**config.mk**
```make
export PLATFORM = sky130hd
export DESIGN_NAME = tick_timer
export DESIGN_NICKNAME = d
export VERILOG_FILES = /design/src/rtl/tick_timer_pkg.sv /design/src/rtl/tt_prescaler.sv /design/src/rtl/tt_interval.sv /design/src/rtl/tt_overflow.sv /design/src/rtl/tick_timer.sv
export SDC_FILE = /design/constraint.sdc
export NUM_CORES = 1
export LEC_CHECK = 0
export ABC_CLOCK_PERIOD_IN_PS = 3250
export CELL_PAD_IN_SITES_DETAIL_PLACEMENT = 0
export CELL_PAD_IN_SITES_GLOBAL_PLACEMENT = 2
export CORE_MARGIN = 2
export CORE_UTILIZATION = 29
export CTS_CLUSTER_SIZE = 30
export DETAILED_ROUTE_END_ITERATION = 10
export GPL_TIMING_DRIVEN = 0
export PLACE_DENSITY_LB_ADDON = 0.1
export SLEW_MARGIN = 20
export SYNTH_ARGS = -nofsm -noshare
export SYNTH_HDL_FRONTEND = slang
export SYNTH_SLANG_ARGS = --single-unit
```
**constraint.sdc**
```tcl
create_clock -name clk -period 3.25 [get_ports clk]
set_clock_uncertainty 0.05 [all_clocks]
set_input_delay 0.325 -clock clk [delete_from_list [all_inputs] [get_ports clk]]
set_output_delay 0.325 -clock clk [all_outputs]
set_load 0.02 [all_outputs]
```
**src/rtl/tick_timer_pkg.sv**
```systemverilog
package tick_timer_pkg;
  localparam int unsigned DEF_CNT_W = 20;
  localparam int unsigned DEF_OVF_W = 12;
  localparam int unsigned DEF_PRE_W = 4;

  typedef enum logic [1:0] {
    REG_MODE  = 2'd0,
    REG_STAT  = 2'd1,
    REG_VALUE = 2'd2,
    REG_IMAGE = 2'd3
  } reg_sel_e;
endpackage

```
**src/rtl/tt_prescaler.sv**
```systemverilog
module tt_prescaler #(
  parameter int unsigned PRE_W = 4
) (
  input  logic clk,
  input  logic rst_n,
  input  logic run,
  output logic tick
);
  logic [PRE_W-1:0] div_q;

  always_ff @(posedge clk) begin
    if (!rst_n)   div_q <= '0;
    else if (!run) div_q <= '0;
    else           div_q <= div_q + 1'b1;
  end

  assign tick = run & (&div_q);
endmodule

```
**src/rtl/tt_interval.sv**
```systemverilog
module tt_interval #(
  parameter int unsigned CNT_W = 20
) (
  input  logic             clk,
  input  logic             rst_n,
  input  logic             tick,
  input  logic [CNT_W-1:0] period,
  output logic [CNT_W-1:0] count,
  output logic             wrap
);
  function automatic logic [CNT_W-1:0] step(input logic [CNT_W-1:0] cur,
                                            input logic [CNT_W-1:0] limit);
    return (cur >= limit) ? '0 : cur + 1'b1;
  endfunction

  logic [CNT_W-1:0] cnt_q;

  always_ff @(posedge clk) begin
    if (!rst_n)    cnt_q <= '0;
    else if (tick) cnt_q <= step(cnt_q, period);
  end

  assign count = cnt_q;
  assign wrap  = tick & (cnt_q >= period);
endmodule

```
**src/rtl/tt_overflow.sv**
```systemverilog
module tt_overflow #(
  parameter int unsigned OVF_W = 12
) (
  input  logic             clk,
  input  logic             rst_n,
  input  logic             wrap,
  input  logic             ack,
  output logic [OVF_W-1:0] ovf,
  output logic             pend
);
  function automatic logic [OVF_W-1:0] next_ovf(input logic [OVF_W-1:0] cur,
                                                input logic clr, input logic inc);
    logic [OVF_W-1:0] base;
    base = clr ? '0 : cur;
    if (inc && !(&base)) base = base + 1'b1;
    return base;
  endfunction

  logic [OVF_W-1:0] ovf_q;
  logic             pend_q;

  always_ff @(posedge clk) begin
    if (!rst_n) begin
      ovf_q  <= '0;
      pend_q <= 1'b0;
    end else begin
      ovf_q <= next_ovf(ovf_q, ack, wrap);
      if (wrap)     pend_q <= 1'b1;
      else if (ack) pend_q <= 1'b0;
    end
  end

  assign ovf  = ovf_q;
  assign pend = pend_q;
endmodule

```
**src/rtl/tick_timer.sv**
```systemverilog
module tick_timer
  import tick_timer_pkg::*;
#(
  parameter int unsigned CNT_W = DEF_CNT_W,
  parameter int unsigned OVF_W = DEF_OVF_W,
  parameter int unsigned PRE_W = DEF_PRE_W
) (
  input  logic                   clk,
  input  logic                   rst_n,
  input  logic                   bus_wr,
  input  logic                   bus_rd,
  input  logic [1:0]             bus_addr,
  input  logic [CNT_W+OVF_W-1:0] bus_wdata,
  output logic [CNT_W+OVF_W-1:0] bus_rdata,
  output logic                   irq
);
  localparam int unsigned DATA_W = CNT_W + OVF_W;
  localparam int unsigned EN_POS = CNT_W + 4;
  localparam int unsigned IE_POS = EN_POS + 1;

  logic [CNT_W-1:0] period_q;
  logic             en_q;
  logic             ie_q;
  logic             run_q;

  logic             tick_w;
  logic             wrap_w;
  logic             val_rd_w;
  logic             running_w;
  logic             ie_w;
  logic             pend_q;
  logic [CNT_W-1:0] cnt_q;
  logic [OVF_W-1:0] ovf_q;
  logic             mode_wr_w;

  assign mode_wr_w = bus_wr && (bus_addr == REG_MODE);
  assign val_rd_w  = bus_rd && (bus_addr == REG_VALUE);
  assign running_w = en_q | run_q;
  assign ie_w      = ie_q;

  always_ff @(posedge clk) begin
    if (!rst_n) begin
      period_q <= '0;
      en_q     <= 1'b0;
      ie_q     <= 1'b0;
    end else if (mode_wr_w) begin
      period_q <= bus_wdata[CNT_W-1:0];
      en_q     <= bus_wdata[EN_POS];
      ie_q     <= bus_wdata[IE_POS];
    end
  end

  always_ff @(posedge clk) begin
    if (!rst_n)      run_q <= 1'b0;
    else if (en_q)   run_q <= 1'b1;
    else if (wrap_w) run_q <= 1'b0;
  end

  tt_prescaler #(.PRE_W(PRE_W)) u_pre (
    .clk(clk), .rst_n(rst_n), .run(running_w), .tick(tick_w)
  );

  tt_interval #(.CNT_W(CNT_W)) u_int (
    .clk(clk), .rst_n(rst_n), .tick(tick_w), .period(period_q),
    .count(cnt_q), .wrap(wrap_w)
  );

  tt_overflow #(.OVF_W(OVF_W)) u_ovf (
    .clk(clk), .rst_n(rst_n), .wrap(wrap_w), .ack(val_rd_w),
    .ovf(ovf_q), .pend(pend_q)
  );

  logic unused_wdata_bits;
  assign unused_wdata_bits = ^{bus_wdata[DATA_W-1:IE_POS+1], bus_wdata[EN_POS-1:CNT_W]};

  always_comb begin
    bus_rdata = '0;
    case (bus_addr)
      REG_MODE: begin
        bus_rdata[CNT_W-1:0] = period_q;
        bus_rdata[EN_POS]    = en_q;
        bus_rdata[IE_POS]    = ie_q;
      end
      REG_STAT:  bus_rdata[0] = pend_q;
      default:   bus_rdata = {ovf_q, cnt_q};
    endcase
  end

  assign irq = pend_q & ie_q;
endmodule

```
==> flow_summary.ini <==
[outcome]
outcome = completed

[global_routing]
grt_use_total_pct = 17.2
grt_pass1_vias = 3057
grt_pass1_wl_mm = 16.6
grt_max_degree = 11
grt.overflow.total = 0
antenna_found_initial = 0

[synthesis]
synth_warnings = 0
synth_top_area_cell = dfxtp_1
synth_cells = 438
synth-edff-count = 0
ys_seq_area_share_pct = 35.7
synth_flop_cell = dfxtp_1
netlist_area_um2 = 3360
async_reset_ff_share_pct = 0
synth_top_area_share_pct = 35.7
syn_nets = 499
ys_ff_latch = 60
syn_avg_cell_area_um2 = 7.68
synth_cell_type_count = 43
synth_area_leaders = dfxtp_1 (36%), nand2_1 (11%), ha_1 (8.6%)

[worst_setup_path]
required_ps = 3480
worst-r2r-cell-count = 8
critPathKind = in2reg
arrival_ps = 3220
cp-start-kind = input port
crit_chain = clkdlybuf4s50_1 > nand3b_1 > clkbuf_2 > and2_1 > ha_1 > nand4_1 > nor4b_2 > and2_1 > or4_1 > or4_1 > nand2_1
critPathMaxFanout = 10
cp_slowest_cell = clkdlybuf4s50_1
critPathMaxStageDelay_ps = 510
end_kind = flop

[floorplan]
core.rowCount = 39
die_y_um = 112
start_util_pct = 29.6
fp.coreArea_um2 = 11400
dieArea_um2 = 12500
fp.dieW_um = 112
ios = 71

[timing]
post-route-period-util_pct = 92.0
relSlewSlack_pct = 34.4
tightest_slew_ps = 984
hold_viol_final = 0
worst_slack_ps = 260
finalSetupViolations = 0
maxSlewViolCount = 0
fin_crit_ps = 2990
rsz0062_at_grt = false
fmaxAchievable_mhz = 334

[drt]
routed_wl_mm = 10.1
drt_first_pass_iters = 4
via_count = 3141
vias_per_cell = 4.78
routedWlPerCell_um = 15.4
drc = 0
drt_iter0_drc = 218
antenna_left = 0

[placed_design]
dp_slack_ps = -277
numPortBuffers = 60
hpwlAfterDp_mm = 7.71
place_congestion = 0.792

[layout]
drive_above_1_share_pct = 4.28
nFillCells = 1229
multi_input_area_um2 = 2000
nets = 570
area.growth.synth_to_final_pct = 31.8
antenna_cells = 0
register_area_um2 = 1200

[clock_network]
clk_pin_slew_worst_paths_ps = 50
cts_buffers = 9
cts_tree = done
clkLatencyLatePin_ps = 340
cts_sinks = 60
cts_hold_buffers = 0
htree_levels = 3
clock-root-buffer = clkbuf_16
clock_path_buffers = 2

[hold_path]
min_path_type = reg2reg
min_path_cells = 1

[power_and_ir_drop]
powerDensity_nw_per_um2 = 412
irDropWorstVdd_mv = 0.373
power_mw = 1.83
p_leak_nw = 1.62

[run]
drv_cap = 0
[per-stage QoR]
step | instances | util [%] | setup TNS [ps] | cell area, um^2 | hold slack [ps]
floorplan | 438 | - | 0 | 3360 | 368
global route | 657 | 39.0 | 0 | 4430 | 425
global placement | 641 | 36.4 | -1940 | 4140 | 382
CTS | 657 | 38.9 | 0 | 4420 | 400
detailed placement | 641 | 36.4 | -1900 | 4140 | 391
finish | 657 | 39.0 | 0 | 4430 | 395
[sequential cells by signal (all words and copies together), names as in the netlist]
signal,count
u_ovf.pend,1
u_ovf.ovf,12
en_q,1
ie_q,1
run_q,1
period_q,20
u_pre.div_q,4
u_int.count,20
[worst max-delay path, delay by kind of cell]
kind | cells | cell delay, ps
AND/OR/NAND/NOR | 8 | 1890
buffers and inverters | 2 | 760
adder cells (fa/ha/maj) | 1 | 240
[cell type report]
type | count | share of cell area, %
Sequential cell | 60 | 27.1
Timing Repair Buffer | 60 | 13.6
Clock inverter | 1 | 0.113
Multi-Input combinational cell | 335 | 45.0
Tap cell | 143 | 4.04
Inverter | 23 | 1.95
Buffer | 20 | 1.95
Clock buffer | 15 | 6.27
[synth_stat cells, types with 2 or more instances]
cell and instances:
nand3b_1 2, and2_1 16, and3_1 7, nor3_1 3, a221oi_1 2, dfxtp_1 60
or4_1 4, nand2_1 99, o211ai_1 3, nor2_1 34, nand2b_1 4, nand3_1 16
xnor2_1 8, nand4_1 10, xor2_1 12, o31ai_1 19, and2_0 2, nor4b_1 3
inv_1 23, or3_1 3, and4_1 2, buf_2 2, ha_1 23, mux2i_1 5
buf_1 3, a21oi_1 35, o21ai_0 9, clkbuf_1 14
[worst paths after layout]
check | startpoint | endpoint | slack (ps)
hold reg to reg | u_pre.div_q[0]$_SDFF_PN0_ | u_pre.div_q[0]$_SDFF_PN0_ | 400
setup reg to reg | period_q[17]$_SDFFE_PN0P_ | u_ovf.ovf[3]$_SDFF_PN0_ | 480
hold / removal | u_pre.div_q[0]$_SDFF_PN0_ | u_pre.div_q[0]$_SDFF_PN0_ | 400
setup / recovery | bus_addr[0] | u_ovf.ovf[9]$_SDFF_PN0_ | 260
[cell families (layout without fill, tap and decap cells)]
logic type | Yosys count | in the layout | synth area share [%]
muxes | 5 | 5 | 1.49
and+or+nand+nor | 209 | 209 | 29.3
AOI/OAI and AO/OA | 78 | 78 | 14.7
xor gates and xnor gates | 20 | 20 | 5.21
DFF | 60 | 60 | 35.7
buffers and inverters | 43 | 119 | 5.10
adders and majority gates | 23 | 23 | 8.56
[repair_timing]
| action | in CTS | in global routing |
|---|---|---|
| setup endpoints to repair | 0 | 10 |
| gates resized for setup | 0 | 3 |
| setup buffers | 0 | 0 |
[report_power, final]
part           switching (mW)  leakage [nW]  total, mW  internal [mW]
clock                   0.326         0.140      0.903          0.577
sequential            0.00611         0.485      0.753          0.747
combinational           0.101         0.993      0.170         0.0693
total                   0.433          1.62       1.83           1.39
[cells in the final DEF, fill, tap and decap left out, types with 3 or more instances in the layout]
| cell | instances |
|---|---|
| a21oi_1 | 35 |
| and2_1 | 16 |
| and3_1 | 7 |
| buf_1 | 3 |
| clkbuf_1 | 16 |
| clkbuf_16 | 9 |
| clkbuf_8 | 3 |
| clkdlybuf4s50_1 | 60 |
| dfxtp_1 | 60 |
| ha_1 | 23 |
| inv_1 | 23 |
| mux2i_1 | 5 |
| nand2_1 | 99 |
| nand2b_1 | 4 |
| nand3_1 | 16 |
| nand4_1 | 10 |
| nor2_1 | 34 |
| nor3_1 | 3 |
| o211ai_1 | 3 |
| o21ai_0 | 9 |
| o31ai_1 | 19 |
| or3_1 | 3 |
| or4_1 | 4 |
| xnor2_1 | 8 |
| xor2_1 | 12 |
[routing by layer]
| metal | vias up | wire, um | GRT usage [%] |
|---|---|---|---|
| met1 | 1427 | 5210 | 25.1 |
| met2 | 56 | 4430 | 24.5 |
| met3 | 2 | 399 | 5.55 |
| li1 | 1656 | - | - |
| met5 | - | 0 | 0 |
| met4 | 0 | 46 | 4.28 |
Note: power is estimated with default switching activity, not from simulation.
